[src/rtl/tvg_pkg.sv]
package tvg_pkg;

   localparam int ADDR_W   = 32;
   localparam int OFF_W    = 27;
   localparam int NUM_FMT  = 4;

   typedef enum logic [1:0] {
      PIX8    = 2'd0,
      PIX16   = 2'd1,
      PIX32   = 2'd2,
      PIXPAGE = 2'd3
   } pix_fmt_e;

   // bit 2: swap axes, bit 1: mirror X, bit 0: mirror Y
   typedef struct packed {
      logic swap;
      logic inv_x;
      logic inv_y;
   } view_t;

   function automatic int fmt_shift_x(int f, int slot_w_bits);
      case (f)
         0, 1:    return 0;
         2:       return 1;
         default: return slot_w_bits;
      endcase
   endfunction

   function automatic int fmt_shift_y(int f, int slot_h_bits);
      case (f)
         0:       return 0;
         1, 2:    return 1;
         default: return slot_h_bits;
      endcase
   endfunction

endpackage

[src/rtl/tvg_lane.sv]
module tvg_lane
   import tvg_pkg::*;
#(
   parameter int CW = 14,
   parameter int CH = 13,
   parameter int XS = 0,
   parameter int YS = 0
) (
   input  logic [CW:0]       coord_x,
   input  logic [CH:0]       coord_y,
   input  view_t             view,
   output logic              in_range,
   output logic [OFF_W-1:0]  offset,
   output logic [ADDR_W-1:0] stride
);

   localparam int XB    = CW - XS;
   localparam int YB    = CH - YS;
   localparam int AL    = XS + YS;
   localparam int LIN_W = XB + YB;
   localparam int SH_SW = CH + XS;
   localparam int SH_NS = CW + YS;
   localparam logic [ADDR_W-1:0] STRIDE_SWAP = ADDR_W'(1) << SH_SW;
   localparam logic [ADDR_W-1:0] STRIDE_STR  = ADDR_W'(1) << SH_NS;

   generate
      if (XB < 1 || YB < 1) begin : g_bad_width
         $error("tvg_lane: usable coordinate width must be at least one bit");
      end
      if (LIN_W + AL > OFF_W) begin : g_bad_off
         $error("tvg_lane: aligned offset does not fit the offset field");
      end
      if (SH_SW >= ADDR_W || SH_NS >= ADDR_W) begin : g_bad_stride
         $error("tvg_lane: stride exponent exceeds address width");
      end
   endgenerate

   logic [XB-1:0]      xm;
   logic [YB-1:0]      ym;
   logic [LIN_W-1:0]   lin;
   logic [CW+CH-1:0]   aligned;

   assign in_range = ((coord_x >> XB) == '0) && ((coord_y >> YB) == '0);

   assign xm  = coord_x[XB-1:0] ^ {XB{view.inv_x}};
   assign ym  = coord_y[YB-1:0] ^ {YB{view.inv_y}};
   assign lin = view.swap ? {xm, ym} : {ym, xm};

   generate
      if (AL == 0) begin : g_noalign
         assign aligned = lin;
      end else begin : g_align
         assign aligned = {lin, {AL{1'b0}}};
      end
   endgenerate

   assign offset = OFF_W'(aligned);
   assign stride = view.swap ? STRIDE_SWAP : STRIDE_STR;

endmodule

[src/rtl/tvg_select.sv]
module tvg_select
   import tvg_pkg::*;
(
   input  pix_fmt_e                      fmt,
   input  view_t                         view,
   input  logic [NUM_FMT-1:0]            lane_rng,
   input  logic [NUM_FMT-1:0][OFF_W-1:0] lane_off,
   input  logic [NUM_FMT-1:0][ADDR_W-1:0] lane_str,
   output logic [ADDR_W-1:0]             addr_d,
   output logic [ADDR_W-1:0]             stride_d,
   output logic                          bad_d
);

   logic ok;

   assign ok       = lane_rng[fmt];
   assign bad_d    = ~ok;
   assign stride_d = lane_str[fmt];
   assign addr_d   = ok ? {view, fmt, lane_off[fmt]} : '0;

endmodule

[src/rtl/tvg_outstage.sv]
module tvg_outstage
   import tvg_pkg::*;
#(
   parameter bit REGISTERED = 1'b1
) (
   input  logic              clk,
   input  logic              rst_n,
   input  logic              in_valid,
   input  logic [ADDR_W-1:0] addr_d,
   input  logic [ADDR_W-1:0] stride_d,
   input  logic              bad_d,
   output logic              out_valid,
   output logic [ADDR_W-1:0] addr_q,
   output logic [ADDR_W-1:0] stride_q,
   output logic              bad_q
);

   generate
      if (REGISTERED) begin : g_reg
         always_ff @(posedge clk) begin
            if (!rst_n) begin
               out_valid <= 1'b0;
               addr_q    <= '0;
               stride_q  <= '0;
               bad_q     <= 1'b0;
            end else begin
               out_valid <= in_valid;
               if (in_valid) begin
                  addr_q   <= addr_d;
                  stride_q <= stride_d;
                  bad_q    <= bad_d;
               end
            end
         end


         vld_follow_chk: assert property (@(posedge clk) disable iff (!rst_n)
            in_valid |=> out_valid);

         vld_drop_chk: assert property (@(posedge clk) disable iff (!rst_n)
            !in_valid |=> !out_valid);

         idle_hold_chk: assert property (@(posedge clk) disable iff (!rst_n)
            !in_valid |=> ($stable(addr_q) && $stable(stride_q) && $stable(bad_q)));
      end else begin : g_comb
         assign out_valid = in_valid;
         assign addr_q    = addr_d;
         assign stride_q  = stride_d;
         assign bad_q     = bad_d;
      end
   endgenerate

endmodule

[src/rtl/tiled_view_addr.sv]
module tiled_view_addr
   import tvg_pkg::*;
#(
   parameter int CONT_W_BITS = 14,
   parameter int CONT_H_BITS = 13,
   parameter int SLOT_W_BITS = 6,
   parameter int SLOT_H_BITS = 6,
   parameter bit REGISTERED  = 1'b1
) (
   input  logic                   clk,
   input  logic                   rst_n,
   input  logic                   in_valid,
   input  logic [1:0]             fmt_sel,
   input  logic [2:0]             orient_sel,
   input  logic [CONT_W_BITS:0]   coord_x,
   input  logic [CONT_H_BITS:0]   coord_y,
   output logic                   out_valid,
   output logic [31:0]            addr,
   output logic [31:0]            stride,
   output logic                   coord_bad
);

   generate
      if (CONT_W_BITS + CONT_H_BITS > OFF_W) begin : g_bad_cont
         $error("tiled_view_addr: container too large for the offset field");
      end
      if (SLOT_W_BITS >= CONT_W_BITS || SLOT_H_BITS >= CONT_H_BITS) begin : g_bad_slot
         $error("tiled_view_addr: slot must be smaller than the container");
      end
   endgenerate

   view_t                           view;
   pix_fmt_e                        fmt;
   logic [NUM_FMT-1:0]              lane_rng;
   logic [NUM_FMT-1:0][OFF_W-1:0]   lane_off;
   logic [NUM_FMT-1:0][ADDR_W-1:0]  lane_str;
   logic [ADDR_W-1:0]               addr_d;
   logic [ADDR_W-1:0]               stride_d;
   logic                            bad_d;

   assign view = view_t'(orient_sel);
   assign fmt  = pix_fmt_e'(fmt_sel);

   for (genvar f = 0; f < NUM_FMT; f++) begin : g_lane
      tvg_lane #(
         .CW (CONT_W_BITS),
         .CH (CONT_H_BITS),
         .XS (fmt_shift_x(f, SLOT_W_BITS)),
         .YS (fmt_shift_y(f, SLOT_H_BITS))
      ) u_lane (
         .coord_x  (coord_x),
         .coord_y  (coord_y),
         .view     (view),
         .in_range (lane_rng[f]),
         .offset   (lane_off[f]),
         .stride   (lane_str[f])
      );
   end

   tvg_select u_sel (
      .fmt      (fmt),
      .view     (view),
      .lane_rng (lane_rng),
      .lane_off (lane_off),
      .lane_str (lane_str),
      .addr_d   (addr_d),
      .stride_d (stride_d),
      .bad_d    (bad_d)
   );

   tvg_outstage #(.REGISTERED(REGISTERED)) u_out (
      .clk       (clk),
      .rst_n     (rst_n),
      .in_valid  (in_valid),
      .addr_d    (addr_d),
      .stride_d  (stride_d),
      .bad_d     (bad_d),
      .out_valid (out_valid),
      .addr_q    (addr),
      .stride_q  (stride),
      .bad_q     (coord_bad)
   );

   generate
      if (REGISTERED) begin : g_chk

         bad_zero_chk: assert property (@(posedge clk) disable iff (!rst_n)
            (out_valid && coord_bad) |-> (addr == '0));

         fmt_field_chk: assert property (@(posedge clk) disable iff (!rst_n)
            in_valid |=> (coord_bad || (addr[28:27] == $past(fmt_sel))));

         view_field_chk: assert property (@(posedge clk) disable iff (!rst_n)
            in_valid |=> (coord_bad || (addr[31:29] == $past(orient_sel))));

         stride_pow2_chk: assert property (@(posedge clk) disable iff (!rst_n)
            out_valid |-> ($countones(stride) == 1));
      end
   endgenerate

endmodule

[config.mk]
export PLATFORM = sky130hd
export DESIGN_NAME = tiled_view_addr
export DESIGN_NICKNAME = d
export VERILOG_FILES = /design/src/rtl/tvg_pkg.sv /design/src/rtl/tvg_lane.sv /design/src/rtl/tvg_select.sv /design/src/rtl/tvg_outstage.sv /design/src/rtl/tiled_view_addr.sv
export SDC_FILE = /design/constraint.sdc
export NUM_CORES = 1
export LEC_CHECK = 0
export CELL_PAD_IN_SITES_DETAIL_PLACEMENT = 1
export CELL_PAD_IN_SITES_GLOBAL_PLACEMENT = 1
export CORE_ASPECT_RATIO = 0.6
export CORE_MARGIN = 2
export CORE_UTILIZATION = 30
export CTS_CLUSTER_DIAMETER = 100
export DETAILED_ROUTE_END_ITERATION = 12
export GPL_ROUTABILITY_DRIVEN = 0
export PLACE_DENSITY = 0.82
export SLEW_MARGIN = 20
export SYNTH_ARGS = -nofsm -noshare
export SYNTH_HDL_FRONTEND = slang
export SYNTH_SLANG_ARGS = --single-unit
[constraint.sdc]
create_clock -name clk -period 3.8 [get_ports clk]
set_clock_uncertainty 0.2 [all_clocks]
set_input_delay 0.95 -clock clk [delete_from_list [all_inputs] [get_ports clk]]
set_output_delay 0.95 -clock clk [all_outputs]
set_load 0.02 [all_outputs]
==> qor.csv, run 1 <==
metric;value;unit
outcome;completed;
htreeDepth;2;
p_total;0.00131;W
ctsResizeCount;0;
ant_nets;0;
syn_inst;378;
avgSynthCellArea;8.24;sq um
maxSlewViolCount;0;
grt_pass1_vias;3056;
rows;28;
synth_edf_count;0;
critPathRequiredTime;3780;ps
grt_pass1_wl;16900;um
wirelength;10900;um
die_x;136;um
fin_ws;655;ps
clk-insertion-delay-late;290;ps
cts_tree;built;
final_common_cell;clkdlybuf4s50_1;
cts_root_buf;clkbuf_16;
layout_common_cells;75 x clkdlybuf4s50_1, 50 x nand2_1, 39 x dfxtp_1;
dr_wl_met2;4820;um
p_leak;1.51;nW
grt_max_degree;41;
design.die.area;11200;sq um
synth_top_area_share;25.1;%
yosysSeqAreaShare;25.1;%
dp_cells;574;
clock_sinks;39;
period_needed;3150;ps
ys_seq_elements;39;
antenna_cells;0;
cts-buffers-inserted;5;
finalSetupTns;0;ps
start_kind;primary input;
via_count;3029;
num-nets-final;483;
clock.fmax;318;MHz
io_pins;103;
core;9980;sq um
ys_warn_count;0;
rsz0062_at_grt;no;
end_kind;flop;
dr.pass1.iters;4;
p_per_area;324;nW/um^2
worst_ep_arrival_time;3120;ps
wl_met1;5250;um
slew_headroom;59.5;%
criticalPathCategory;in2reg;
antenna_found_initial;0;
cp_max_fo;22;
hold_viol;0;
vdd_ir_drop_max;0.000172;V
avgRoutedWirePerCell;18.8;um
cap_violations;0;
area_growth;29.8;%
synthArstFlopShare;0;%
drive_above_1_share;9.17;%
grt_usage;19.1;%
die_h;82.9;um
cts_max_path_buffers;2;
wl_met3;811;um
portBuffers;75;
syn-cell-area;3110;sq um
hold_path_class;reg2reg;
worst_pin_slew;605;ps
yosysTopAreaCell;dfxtp_1;
place_hpwl;8690;um
finalSetupViolations;0;
post-route-period-util;82.8;%
gr-total-overflow;0;
synth.distinct_cells;51;
hold_buffers;0;
clkTransAtPathRegs;60;ps
dpl_worst_slack;410;ps
vias_per_cell;5.20;
top_layer_used;met4;
yosys-top-cells-area;dfxtp_1 25%, xnor2_1 7.9%, mux2i_1 7.7%, buf_4 7.5%, nand2_1 6.0%;
start_util;31.2;%
drc;0;
cts_setup_buffers;0;
final_cell_count_no_fill;582;
ys.flop_type;dfxtp_1;
dr.first_iter.drc_count;313;
==> area by class of cell <==
| type | count | area, sq um |
|---|---|---|
| multi-input combinational | 307 | 2040 |
| sequential | 39 | 781 |
| fill | 1173 | 5940 |
| inverter | 5 | 18.8 |
| tap | 135 | 169 |
| timing repair buffer | 88 | 861 |
| clock inverter | 2 | 35.0 |
| clock buffer | 6 | 139 |
==> cells in the mapped netlist (all sizes together), types with 4 or more instances <==
| cell | number |
|---|---|
| o21ai | 20 |
| clkbuf | 8 |
| mux2 | 10 |
| nand2 | 50 |
| a22oi | 12 |
| mux2i | 24 |
| a32o | 4 |
| nor2b | 8 |
| a21oi | 19 |
| and2 | 4 |
| inv | 4 |
| o211ai | 4 |
| xnor2 | 30 |
| o22ai | 4 |
| a21boi | 9 |
| xor2 | 10 |
| nor2 | 19 |
| buf | 45 |
| nand3 | 12 |
| dfxtp | 39 |
| a22o | 9 |
==> cell families after synthesis <==
family | after synthesis | synth area share, %
DFF | 39 | 25.1
AOI/OAI and AO/OA | 104 | 23.1
muxes | 36 | 12.8
other | 1 | 0.120
buffers and inverters | 58 | 12.6
xor gates and xnor gates | 40 | 11.7
and+or+nand+nor | 100 | 14.5
==> path summary, 6_finish.rpt <==
check	to	depth (start not counted)	slack, ps	from
worst min register to register	u_out.addr_q[16]$_SDFFE_PN0P_	2	270	u_out.addr_q[16]$_SDFFE_PN0P_
worst max-delay path	u_out.addr_q[15]$_SDFFE_PN0P_	7	650	fmt_sel[1]
worst max register to register	u_out.stride_q[20]$_SDFFE_PN0P_	3	2830	u_out.stride_q[20]$_SDFFE_PN0P_
worst min-delay path	u_out.addr_q[16]$_SDFFE_PN0P_	2	270	u_out.addr_q[16]$_SDFFE_PN0P_
==> through the flow <==
| step | hold WS, ps | utilization (%) | instance area, sq um |
|---|---|---|---|
| 2_1_floorplan | 325 | - | 3210 |
| 3_5_place_dp | 256 | 38.7 | 3870 |
| 6_report | 266 | 40.5 | 4040 |
| 3_3_place_gp | 248 | 38.7 | 3870 |
| 5_1_grt | 285 | 40.5 | 4040 |
| 4_1_cts | 265 | 40.5 | 4040 |
==> flip-flops by register name, indices dropped and copies added (netlist names) <==
name and count:
u_out.stride_q 5, u_out.addr_q 32, u_out.bad_q 1, u_out.out_valid 1
==> critical path, stage by stage <==
cell,delay (ps)
clkdlybuf4s50_1,830
buf_4,380
xor2_1,310
a221oi_1,170
a31oi_1,190
a21oi_1,80
a22o_1,210
==> power by group <==
group	switching (W)	total, W	internal [W]	leakage [nW]
Clock	0.000168	0.000495	0.000326	0.0868
Sequential	0.00000500	0.000422	0.000417	0.316
Combinational	0.000236	0.000394	0.000158	1.10
==> per-layer routing <==
metal,up-vias,GRT usage (%)
met2,104,29.6
li1,1429,-
met4,0,1.80
met3,5,4.15
met1,1491,28.0
met5,-,0
Note: power is estimated with default switching activity, not from simulation.
==> inputs of run 2 (changes only) <==
--- a/config.mk
+++ b/config.mk
@@ -13,7 +13,7 @@
 export CTS_CLUSTER_DIAMETER = 100
 export DETAILED_ROUTE_END_ITERATION = 12
 export GPL_ROUTABILITY_DRIVEN = 0
-export PLACE_DENSITY = 0.82
+export PLACE_DENSITY = 0.85
 export SLEW_MARGIN = 20
 export SYNTH_ARGS = -nofsm -noshare
 export SYNTH_HDL_FRONTEND = slang
==> constraint.sdc (replaced) <==
create_clock -name clk -period 2.76 [get_ports clk]
set_clock_uncertainty 0.2 [all_clocks]
set_input_delay 0.69 -clock clk [delete_from_list [all_inputs] [get_ports clk]]
set_output_delay 0.69 -clock clk [all_outputs]
set_load 0.02 [all_outputs]
==> run 2 against run 1 <==
- first-iteration DRC count grew 0.96%
- power is 41% higher
- final area grew 8.3%
- sequential power rose by 38%
- via count is 8.2% higher
- highest routed layer unchanged
- worst hold slack got worse by 3.7 ps
- die area stayed put
- wire length increased by 7.7%
- clock power grew 33%
==> qor.csv, run 2 (same netlist as run 1, synthesis figures left out) <==
metric;value;unit
outcome;completed;
cp_max_fo;15;
hold_viol;0;
post-route-period-util;94.8;%
wirelength;11800;um
cts_tree;built;
cap_violations;0;
antenna_cells;0;
layout_common_cells;75 x clkdlybuf4s50_1, 52 x buf_4, 50 x nand2_1;
cts_root_buf;clkbuf_16;
criticalPathCategory;in2reg;
r2r_cells;3;
grt_pass1_vias;3485;
cts_setup_buffers;0;
slew_headroom;60.4;%
final_cell_count_no_fill;623;
final_common_cell;clkdlybuf4s50_1;
htreeDepth;2;
portBuffers;75;
r2r_setup_slack;1790;ps
grt_max_degree;25;
finalSetupViolations;0;
dp_cells;616;
hold_path_class;reg2reg;
num-nets-final;525;
rows;28;
critPathLaunch;orient_sel[1];
gr-total-overflow;0;
drive_above_1_share;17.0;%
dr.pass1.iters;5;
design.die.area;11200;sq um
largest_register_ffs;32;
ctsResizeCount;0;
period_needed;2620;ps
clkTransAtPathRegs;60;ps
start_kind;primary input;
reg_top3;u_out.addr_q (32), u_out.stride_q (5);
p_leak;1.71;nW
die_x;136;um
cts_max_path_buffers;2;
crit_end;u_out.addr_q[7]$_SDFFE_PN0P_;
end_kind;flop;
worst_ep_arrival_time;2600;ps
avgRoutedWirePerCell;18.9;um
cts-buffers-inserted;5;
top_register;u_out.addr_q;
p_per_area;423;nW/um^2
fin_util;43.8;%
clock.fmax;382;MHz
drc;0;
clock_sinks;39;
io_pins;103;
r2r_start;u_out.stride_q[20]$_SDFFE_PN0P_;
dr.first_iter.drc_count;316;
r2r_end;u_out.stride_q[20]$_SDFFE_PN0P_;
grt_usage;21.2;%
rsz0062_at_grt;no;
critPathRequiredTime;2750;ps
start_util;31.2;%
die_h;82.9;um
vdd_ir_drop_max;0.000234;V
core;9980;sq um
vias_per_cell;5.26;
hold_buffers;0;
worst_pin_slew;578;ps
grt_pass1_wl;18800;um
ant_nets;0;
antenna_found_initial;0;
maxSlewViolCount;0;
via_count;3277;
place_hpwl;9590;um
area_growth;40.6;%
clk-insertion-delay-late;290;ps
[run 2: cell count changes in the layout (fill, tap and decap cells not counted), sizes merged]
| cell | before | now |
|---|---|---|
| buf | 13 | 55 |
| clkbuf | 6 | 5 |
| clkinv | 2 | 1 |
| clkinvlp | 0 | 1 |
[run 2: metal layers]
layer | vias up | part of all wire [%] | GRT usage, % | wire, um
li1 | 1512 | - | - | -
met1 | 1616 | 47 | 29.5 | 5490
met4 | 0 | 1.2 | 4.73 | 146
met3 | 15 | 7.5 | 5.07 | 887
met5 | - | 0 | 0 | 0
met2 | 134 | 44 | 33.1 | 5230
[run 2: per-stage QoR]
stage	cell area (sq um)	setup slack (ps)	TNS, ps	power, W	hold slack [ps]
after detailed placement	4210	-197	-727	0.00119	251
after global placement	4210	-71.5	-150	0.00117	244
after floorplan	3210	664	0	0.000969	325
after CTS	4370	108	0	0.00185	265
after global routing	4380	102	0	0.00192	296
final	4380	144	0	0.00185	262
[run 2: critical path: stages]
cell             delay (ps)
clkdlybuf4s50_1         470
buf_12                  190
xnor2_1                 350
mux2i_1                 260
a22oi_1                 260
o21ai_0                 150
a22o_1                  210
[run 2: how the worst min path moves through the flow]
stage	startpoint	endpoint	slack (ps)	cells past startpoint
2_1_floorplan	u_out.addr_q[16]$_SDFFE_PN0P_	u_out.addr_q[16]$_SDFFE_PN0P_	320	2
3_3_place_gp	u_out.addr_q[12]$_SDFFE_PN0P_	u_out.addr_q[12]$_SDFFE_PN0P_	240	2
3_5_place_dp	u_out.addr_q[14]$_SDFFE_PN0P_	u_out.addr_q[14]$_SDFFE_PN0P_	250	2
4_1_cts	u_out.addr_q[26]$_SDFFE_PN0P_	u_out.addr_q[26]$_SDFFE_PN0P_	270	2
5_1_grt	u_out.addr_q[16]$_SDFFE_PN0P_	u_out.addr_q[16]$_SDFFE_PN0P_	300	2
6_report	u_out.addr_q[12]$_SDFFE_PN0P_	u_out.addr_q[12]$_SDFFE_PN0P_	260	2
[run 2: layout make-up]
type                    count  area, sq um
flip-flops and latches     39          781
clock buffers               5          125
repair buffers            130         1200
inverters                   5         18.8
multi-input cells         307         2050
clock inverters             2         37.5
well taps                 135          169
fillers                  1182         5610
[run 2: where the power goes]
part | total, W | switching [W] | internal [W] | leakage [nW]
registers | 0.000581 | 0.00000693 | 0.000574 | 0.316
clock network | 0.000656 | 0.000235 | 0.000421 | 0.0759
logic | 0.000615 | 0.000347 | 0.000267 | 1.32
